$ cat config.mk
export PLATFORM = sky130hd
export DESIGN_NAME = link_xchg_ctrl
export DESIGN_NICKNAME = d
export VERILOG_FILES = /design/src/rtl/link_xchg_pkg.sv /design/src/rtl/link_xchg_timer.sv /design/src/rtl/link_xchg_irq.sv /design/src/rtl/link_xchg_rdmux.sv /design/src/rtl/link_xchg_ctrl.sv
export SDC_FILE = /design/constraint.sdc
export NUM_CORES = 1
export LEC_CHECK = 0
export BUFFER_PORTS_ARGS = -buffer_cell sky130_fd_sc_hd__buf_2
export CAP_MARGIN = 20
export CORE_MARGIN = 2
export CORE_UTILIZATION = 50
export DETAILED_ROUTE_END_ITERATION = 6
export PLACE_DENSITY_LB_ADDON = 0.08
export SYNTH_ARGS = -nofsm -noshare
export SYNTH_HDL_FRONTEND = slang
export SYNTH_SLANG_ARGS = --single-unit
$ cat constraint.sdc
create_clock -name clk -period 3.3 [get_ports clk]
set_clock_uncertainty 0.2 [all_clocks]
set_input_delay 0.165 -clock clk [delete_from_list [all_inputs] [get_ports clk]]
set_output_delay 0.165 -clock clk [all_outputs]
set_load 0.05 [all_outputs]
$ cat src/rtl/link_xchg_pkg.sv
package link_xchg_pkg;
  localparam int BYTE_W = 8;

  typedef enum logic [1:0] {
    SEL_CTRL = 2'd0,
    SEL_TXD  = 2'd1,
    SEL_RXD  = 2'd2,
    SEL_NONE = 2'd3
  } reg_sel_e;

  localparam logic [BYTE_W-1:0] CTRL_FIXED = 8'h6D;
  localparam int BIT_MASK  = 7;
  localparam int BIT_CSEL  = 4;
  localparam int BIT_START = 2;
  localparam int BIT_BUSY  = 1;
endpackage

$ cat src/rtl/link_xchg_timer.sv
module link_xchg_timer #(
  parameter int XFER_CLKS = 3200
) (
  input  logic clk,
  input  logic rst,
  input  logic load,
  input  logic busy,
  input  logic ext_mode,
  input  logic ext_done,
  output logic done
);
  localparam int CNT_W = $clog2(XFER_CLKS + 1);
  localparam logic [CNT_W-1:0] CNT_INIT = CNT_W'(XFER_CLKS);
  localparam logic [CNT_W-1:0] CNT_LAST = CNT_W'(1);

  logic [CNT_W-1:0] cnt_q;

  always_ff @(posedge clk) begin
    if (rst) begin
      cnt_q <= '0;
    end else if (load) begin
      cnt_q <= CNT_INIT;
    end else if (busy && !ext_mode && cnt_q > CNT_LAST) begin
      cnt_q <= cnt_q - CNT_LAST;
    end
  end

  always_comb begin
    if (!busy) done = 1'b0;
    else if (ext_mode) done = ext_done;
    else done = (cnt_q == CNT_LAST);
  end
endmodule

$ cat src/rtl/link_xchg_irq.sv
module link_xchg_irq (
  input  logic clk,
  input  logic rst,
  input  logic set_ev,
  input  logic clr_ev,
  input  logic sig_in,
  output logic flag,
  output logic irq
);
  logic flag_nx;

  always_comb flag_nx = (flag | set_ev) & ~clr_ev;

  always_ff @(posedge clk) begin
    if (rst) begin
      flag <= 1'b0;
      irq  <= 1'b0;
    end else begin
      flag <= flag_nx;
      irq  <= flag_nx | sig_in;
    end
  end
endmodule

$ cat src/rtl/link_xchg_rdmux.sv
module link_xchg_rdmux
  import link_xchg_pkg::*;
(
  input  logic              clk,
  input  logic              rst,
  input  logic [1:0]        addr,
  input  logic              mask,
  input  logic              csel,
  input  logic              busy,
  input  logic [BYTE_W-1:0] txd,
  input  logic [BYTE_W-1:0] rxd,
  output logic [BYTE_W-1:0] rdata
);
  logic [BYTE_W-1:0] ctrl_view;
  logic [BYTE_W-1:0] sel_data;

  always_comb begin
    ctrl_view = CTRL_FIXED;
    ctrl_view[BIT_MASK] = mask;
    ctrl_view[BIT_CSEL] = csel;
    ctrl_view[BIT_BUSY] = busy;
  end

  always_comb begin
    unique case (reg_sel_e'(addr))
      SEL_CTRL: sel_data = ctrl_view;
      SEL_TXD:  sel_data = txd;
      SEL_RXD:  sel_data = rxd;
      default:  sel_data = '0;
    endcase
  end

  always_ff @(posedge clk) begin
    if (rst) rdata <= '0;
    else rdata <= sel_data;
  end
endmodule

$ cat src/rtl/link_xchg_ctrl.sv
module link_xchg_ctrl
  import link_xchg_pkg::*;
#(
  parameter int XFER_CLKS = 3200
) (
  input  logic        clk,
  input  logic        rst,
  input  logic        bus_wr,
  input  logic [1:0]  bus_addr,
  input  logic [7:0]  bus_wdata,
  output logic [7:0]  bus_rdata,
  input  logic        peer_present,
  input  logic [7:0]  peer_byte,
  input  logic        xfer_done_in,
  input  logic        sig_irq_in,
  output logic [7:0]  link_tx_byte,
  output logic        xfer_done_out,
  output logic        irq
);
  logic              mask_q;
  logic              csel_q;
  logic              busy_q;
  logic [BYTE_W-1:0] txd_q;
  logic [BYTE_W-1:0] rxd_q;
  logic              flag_q;
  logic              ctrl_wr;
  logic              txd_wr;
  logic              start_ok;
  logic              done;

  always_comb begin
    ctrl_wr  = bus_wr && (reg_sel_e'(bus_addr) == SEL_CTRL);
    txd_wr   = bus_wr && (reg_sel_e'(bus_addr) == SEL_TXD);
    start_ok = ctrl_wr && bus_wdata[BIT_START] && !busy_q && !done;
  end

  link_xchg_timer #(.XFER_CLKS(XFER_CLKS)) i_timer (
    .clk      (clk),
    .rst      (rst),
    .load     (start_ok),
    .busy     (busy_q),
    .ext_mode (csel_q),
    .ext_done (xfer_done_in),
    .done     (done)
  );

  always_ff @(posedge clk) begin
    if (rst) begin
      mask_q        <= 1'b0;
      csel_q        <= 1'b0;
      busy_q        <= 1'b0;
      txd_q         <= '0;
      rxd_q         <= '0;
      xfer_done_out <= 1'b0;
    end else begin
      if (ctrl_wr) begin
        mask_q <= bus_wdata[BIT_MASK];
        csel_q <= bus_wdata[BIT_CSEL];
      end
      if (txd_wr) txd_q <= bus_wdata;
      if (done) begin
        busy_q <= 1'b0;
        rxd_q  <= peer_present ? peer_byte : '0;
      end else if (start_ok) begin
        busy_q <= 1'b1;
      end
      xfer_done_out <= done;
    end
  end

  link_xchg_irq i_irq (
    .clk    (clk),
    .rst    (rst),
    .set_ev (done && !mask_q),
    .clr_ev (ctrl_wr && bus_wdata[BIT_MASK]),
    .sig_in (sig_irq_in),
    .flag   (flag_q),
    .irq    (irq)
  );

  link_xchg_rdmux i_rdmux (
    .clk   (clk),
    .rst   (rst),
    .addr  (bus_addr),
    .mask  (mask_q),
    .csel  (csel_q),
    .busy  (busy_q),
    .txd   (txd_q),
    .rxd   (rxd_q),
    .rdata (bus_rdata)
  );

  assign link_tx_byte = txd_q;
endmodule

; ---- Word-level counts from Yosys, hierarchy flattened
; Index checks and enable logic that the tools add are counted.
[totals]
ff_bits = 42
[op_classes]
eq_ne = 3
order_cmp = 1
bitwise_logic = 4
n_reduce_logical = 17
mux = 6
add_sub_neg = 1
[ops]
columns = cell, n
row1 = $mux W12, 2
row2 = $pmux W8 S3, 1
row3 = $eq A12 B1 Y1 const B, 1
row4 = $gt A12 B1 Y1 const B, 1
row5 = $sub A12 B1 Y12 const B, 1
row6 = $logic_and A1 B1 Y1, 9
row7 = $mux W8, 1
row8 = $logic_not A1 Y1, 4
row9 = $reduce_or A2 Y1, 2
row10 = $eq A2 B1 Y1 const B, 1
row11 = $eq A2 B2 Y1 const B, 1
row12 = $logic_not A2 Y1, 1
row13 = $mux W1, 2
row14 = $or A1 B1 Y1, 2
row15 = $reduce_bool A2 Y1, 1
row16 = $and A1 B1 Y1, 1
row17 = $not A1 Y1, 1

; ---- Logic depth before layout (Yosys ltp)
[depth]
word_depth = 7
mapped_depth = 8
mapped_depth_nobuf = 7

; ---- Hierarchy
; Synthesis repeated with hierarchy kept, for this count alone.
[unflattened]
cells_unflattened = 212
hier_area_um2 = 2016.9
[modules_own_cells]
columns = mod, seq_area_each_um2, area_each_um2, n_inst, cells_per_inst
row1 = link_xchg_ctrl, 400.4, 858.3, 1, 88
row2 = link_xchg_timer, 240.2, 651.9, 1, 74
row3 = link_xchg_rdmux, 160.2, 431.7, 1, 44
row4 = link_xchg_irq, 40.0, 75.1, 1, 6

; ---- Least setup slack after synthesis
; No wires, ideal clock.
[synth_path]
kind = register -> register
startpoint = reg i_timer.cnt_q[0]
endpoint = reg rxd_q[0]
stages_incl_launch_ff = 8
path_buffers = 1
period_less_slack_ns = 2.005
arrival_time_ns = 1.734
setup_ns = 0.070
slack_ns = 1.295
cell_sequence = dfxtp_1 -> ha_1 -> or4b_1 -> o41ai_4 -> and2_1 -> buf_4 -> nand3_1 -> a21oi_1
[synth_between]
elab_chain_len = 3
[synth_lines]
columns = element, line
row1 = start: declaration, link_xchg_timer.sv:16  ; logic [CNT_W-1:0] cnt_q;
row2 = start signal: assignment, link_xchg_timer.sv:24  ; cnt_q <= cnt_q - CNT_LAST;
row3 = $eq A12 B1 Y1, link_xchg_timer.sv:31  ; else done = (cnt_q == CNT_LAST);
row4 = $mux W1, link_xchg_timer.sv:30  ; else if (ext_mode) done = ext_done;
row5 = $mux W1, link_xchg_timer.sv:29  ; if (!busy) done = 1'b0;
row6 = end signal: assignment, link_xchg_ctrl.sv:63  ; rxd_q <= peer_present ? peer_byte : '0;
row7 = end: declaration, link_xchg_ctrl.sv:24  ; logic [BYTE_W-1:0] rxd_q;
; No other way between the ends.
; A chain may end at the register's enable or synchronous reset.

; ---- Final worst setup path
[layout_path]
startpoint = reg i_timer.cnt_q[0]
endpoint = reg rxd_q[1]
; Same word-level chain as after synthesis.

==> parameters.txt <==
Parameter                              Value

Critical path
  Cell chain of the critical path ... ha_1, or4b_1, o41ai_4, and2_1, nand3_1, dlygate4sd3_1, a21oi_1
  Highest-delay cell along the critical path ... sky130_fd_sc_hd__dlygate4sd3_1
  Highest net fanout along the worst path ... 9
  CP Capture Type ... register
  Startpoint of the most critical register-to-register path ... i_timer.cnt_q[0]
  Number of buffer and inverter instances along the worst setup path ... 1
  Depth of the worst register-to-register path ... 7
  R2R Path End ... rxd_q[1]
  Crit path depth ... 7
  Largest stage delay, worst path ... 0.59 ns
  Largest delay share family, worst path ... simple AND/OR/NAND/NOR gates
  R2R Setup Slk ... approximately 0.45 ns
  CP endpoint ... rxd_q[1]
  Crit start category ... register
  Worst Setup Path Type ... register to register
  Data arrival, critical path ... 2.93 ns
  Required time of the critical path ... 3.38 ns
  Crit path from ... i_timer.cnt_q[0]

CTS
  Worst skew pair latency ... 0.34 ns
  Clock Tree Root ... sky130_fd_sc_hd__clkbuf_4
  Buffer count from post-CTS setup fixing ... 0
  Maximum count of clock buffers along a single path ... 2
  Clock tree from TritonCTS ... built
  CTS clock-pin slew for the worst setup and hold paths ... approximately 0.11 ns
  Number of buffers created by CTS ... 5
  Number of levels the H-tree was split into ... 2
  Number of clock sinks ... 42

STA
  Final Worst Setup Slack ... around 0.45 ns
  Slew Viols, Final ... 0
  Worst max-slew margin expressed relative to the limit ... 0.6207
  Final count of negative-setup-slack endpoints ... 0
  Unrepaired setup endpoints after global routing ... false
  Max Clock Freq ... between 0.3 and 0.4 GHz
  Minimum period implied by the final worst setup slack ... around 2.9 ns
  Fin crit share ... 0.8646
  TNS Setup ... 0 ns
  Pin slew with the least headroom to its limit ... between 0.5 and 0.6 ns
  Final Hold Fails ... 0

Route
  Post-detailed-route wirelength per cell ... 12.90 µm
  Count of routing violations after the opening detailed-route iteration ... 77
  Post-detailed-route via-to-cell ratio ... between 5 and 6
  DRC violation count after routing ... 0
  Residual antenna-violating net count after detailed routing ... 0
  Drt total wl ... between 4 and 5 mm
  DRT Pass-1 Iters ... 4
  Via count ... 1635

Global routing
  Via count of the first global-routing pass ... around 1500
  Met1 global-route usage ... 0.2447
  Number of antenna violations at the first check in global routing ... 0
  Aggregate global-route resource usage ... 0.2120
  Met3 demand-to-capacity share in global routing ... 0.05282
  Global-route wire length before repair ... between 6 and 7 mm
  Largest net degree at the start of global routing ... 35
  Gr ovfl total ... 0
  Most utilized layer in the global route result ... met2
  GR met2 Demand/Resource ... 0.3763

Pwr
  Share of power burned in registers ... 0.526
  Portion of total power attributed to the clock network ... 0.330
  Leakage Power ... roughly 1 nW
  Proportion of power drawn by combinational gates ... 0.144
  Switching power ... 0.2524 mW
  P_int ... around 0.76 mW
  Cell area power density ... 430.3 nW/µm²
  Switching share of total power ... 0.2501
  VDD IR-drop max ... 0.0003374 V

Yosys
  Post-synth net total ... 232
  Unique masters post-synth ... 35
  Commonest register cell after synthesis ... sky130_fd_sc_hd__dfxtp_1
  Number of cells produced by synthesis ... 206
  Count of warnings emitted by yosys ... 0
  Sequential-to-total area share from yosys stat ... 0.4696
  Avg Inst Size Synth ... 8.692 µm²
  Async SR Flop Fraction ... 0
  Register bit count reported by yosys ... 42
  Post-synthesis cell area ... 1790 µm²
  Number of enable-type register cells in the synthesized netlist ... 0

Place
  Final HPWL from detailed placement ... ~2.8 mm
  Placer's final routability congestion estimate ... 0.8368
  Worst setup slack before clock tree synthesis ... approximately 1.1 ns
  Count of buffers inserted at the top-level ports ... 41

Floorplan
  I/O pin cnt ... 42
  Std cell rows ... 21
  Die width ... 63.84 µm
  DIE HEIGHT ... 63.84 µm
  Standard cell core area ... 3390 µm²
  DIE AREA ... between 4000 and 5000 µm²
  Initial core utilization ... 0.5282

Run status
  Outcome ... finished, final reports clean

Layout
  Post-layout nets ... 295
  Number of diodes ... 0
  Area Overhead vs Synth ... 30.96%
  Share of final-layout standard cells stronger than drive strength 1 ... 0.2007

Job
  Max-cap viol count ... 0

Hold path
  Type of the tightest min-delay check ... input pin to register
## power by group through the flow
| stage | logic [mW] | clock network (mW) | registers, mW |
|---|---|---|---|
| after floorplan | 0.0703 | 0 | 0.565 |
| after global placement | 0.126 | 0 | 0.541 |
| after detailed placement | 0.129 | 0 | 0.542 |
| after CTS | 0.144 | 0.343 | 0.531 |
| after global routing | 0.157 | 0.370 | 0.533 |
| final | 0.145 | 0.333 | 0.531 |
## state kept, by name (all words and copies together) (netlist names)
register,flops
i_timer.cnt_q,12
xfer_done_out,1
link_tx_byte,8
i_rdmux.rdata,8
csel_q,1
mask_q,1
i_irq.irq,1
rxd_q,8
i_irq.flag,1
busy_q,1
## Yosys cell counts, types with 2 or more instances
cell / instances / area share
sky130_fd_sc_hd__nor4_1: 2 / 0.0070
sky130_fd_sc_hd__nor3_1: 5 / 0.014
sky130_fd_sc_hd__nand3_1: 10 / 0.028
sky130_fd_sc_hd__dfxtp_1: 42 / 0.47
sky130_fd_sc_hd__xnor2_1: 8 / 0.039
sky130_fd_sc_hd__nor2b_1: 4 / 0.014
sky130_fd_sc_hd__a21oi_1: 29 / 0.081
sky130_fd_sc_hd__nand2_1: 12 / 0.025
sky130_fd_sc_hd__a211oi_1: 2 / 0.0084
sky130_fd_sc_hd__or3_1: 2 / 0.0070
sky130_fd_sc_hd__ha_1: 2 / 0.014
sky130_fd_sc_hd__nor2_1: 37 / 0.078
sky130_fd_sc_hd__mux2i_1: 12 / 0.067
sky130_fd_sc_hd__buf_2: 2 / 0.0056
sky130_fd_sc_hd__nand3b_1: 2 / 0.0084
sky130_fd_sc_hd__inv_1: 9 / 0.019
sky130_fd_sc_hd__clkbuf_1: 8 / 0.017
## worst reg2reg max path, cell delays in order, from the launching register on
cell	delay (ns)
sky130_fd_sc_hd__dfxtp_1	0.41
sky130_fd_sc_hd__ha_1	0.18
sky130_fd_sc_hd__or4b_1	0.48
sky130_fd_sc_hd__o41ai_4	0.26
sky130_fd_sc_hd__and2_1	0.38
sky130_fd_sc_hd__nand3_1	0.14
sky130_fd_sc_hd__dlygate4sd3_1	0.59
sky130_fd_sc_hd__a21oi_1	0.15
## metal layers
metal,vias up,share of wire,wire (µm)
met5,-,0,0
met3,10,0.036,145
met1,758,0.43,1756
met2,44,0.51,2072
met4,0,0.022,89
li1,823,-,-
## worst min path at each step
stage                       startpoint               end  slack [ns]  cells past startpoint
after floorplan           bus_wdata[7]            mask_q        0.10                      2
after CTS                  bus_addr[1]  i_rdmux.rdata[7]        0.04                      4
after global routing       bus_addr[1]  i_rdmux.rdata[0]        0.06                      4
after global placement      sig_irq_in         i_irq.irq        0.19                      2
after detailed placement    sig_irq_in         i_irq.irq        0.20                      2
final                      bus_addr[1]  i_rdmux.rdata[4]        0.05                      4
## stage by stage
| stage | std cells | util | cell area [µm²] | total power, mW | hold slack [ns] |
|---|---|---|---|---|---|
| finish | 315 | 0.6918 | 2345 | 1.009 | 0.05213 |
| global route | 315 | 0.6918 | 2345 | 1.060 | 0.06191 |
| CTS | 315 | 0.6918 | 2345 | 1.018 | 0.04082 |
| detailed placement | 283 | 0.5939 | 2013 | 0.6706 | 0.1969 |
| global placement | 283 | 0.5939 | 2013 | 0.6674 | 0.1931 |
| floorplan | 206 | - | 1790 | 0.6355 | 0.1036 |
## timing repair
action / in CTS / in global routing
gates resized for setup: 0 / 0
hold buffers: 25 / 0
setup endpoints to repair: 0 / 0
endpoints found under the hold margin: 21 / 0
## logic make-up (layout without fill, tap and decap cells)
logic type / count (synthesis) / count (layout) / synth area share
and+or+nand+nor: 83 / 83 / 0.2299
xor gates and xnor gates: 9 / 9 / 0.04403
adders and majority gates: 2 / 2 / 0.01397
buffers and inverters: 20 / 83 / 0.04542
DFF: 42 / 42 / 0.4696
AOI/OAI and AO/OA: 38 / 38 / 0.1300
muxes: 12 / 12 / 0.06709
## area by class of cell
class | instances | area [µm²]
Fill cell | 284 | 1045
Multi-Input combinational cell | 144 | 868.3
Sequential cell | 42 | 840.8
Timing Repair Buffer | 67 | 462.9
Tap cell | 46 | 57.56
Clock buffer | 6 | 51.30
Inverter | 9 | 33.78
Clock inverter | 1 | 30.03
## cells in the final DEF (no fill, tap or decap), types with 4 or more instances in the layout
cell,synthesis,routed
sky130_fd_sc_hd__a21oi_1,29,29
sky130_fd_sc_hd__buf_2,2,41
sky130_fd_sc_hd__clkbuf_4,0,5
sky130_fd_sc_hd__dfxtp_1,42,42
sky130_fd_sc_hd__dlygate4sd3_1,0,25
sky130_fd_sc_hd__inv_1,9,9
sky130_fd_sc_hd__mux2i_1,12,12
sky130_fd_sc_hd__nand2_1,12,12
sky130_fd_sc_hd__nand3_1,10,10
sky130_fd_sc_hd__nor2_1,37,37
sky130_fd_sc_hd__nor2b_1,4,4
sky130_fd_sc_hd__nor3_1,5,5
sky130_fd_sc_hd__xnor2_1,8,8
(Power assumes the default switching activity.)
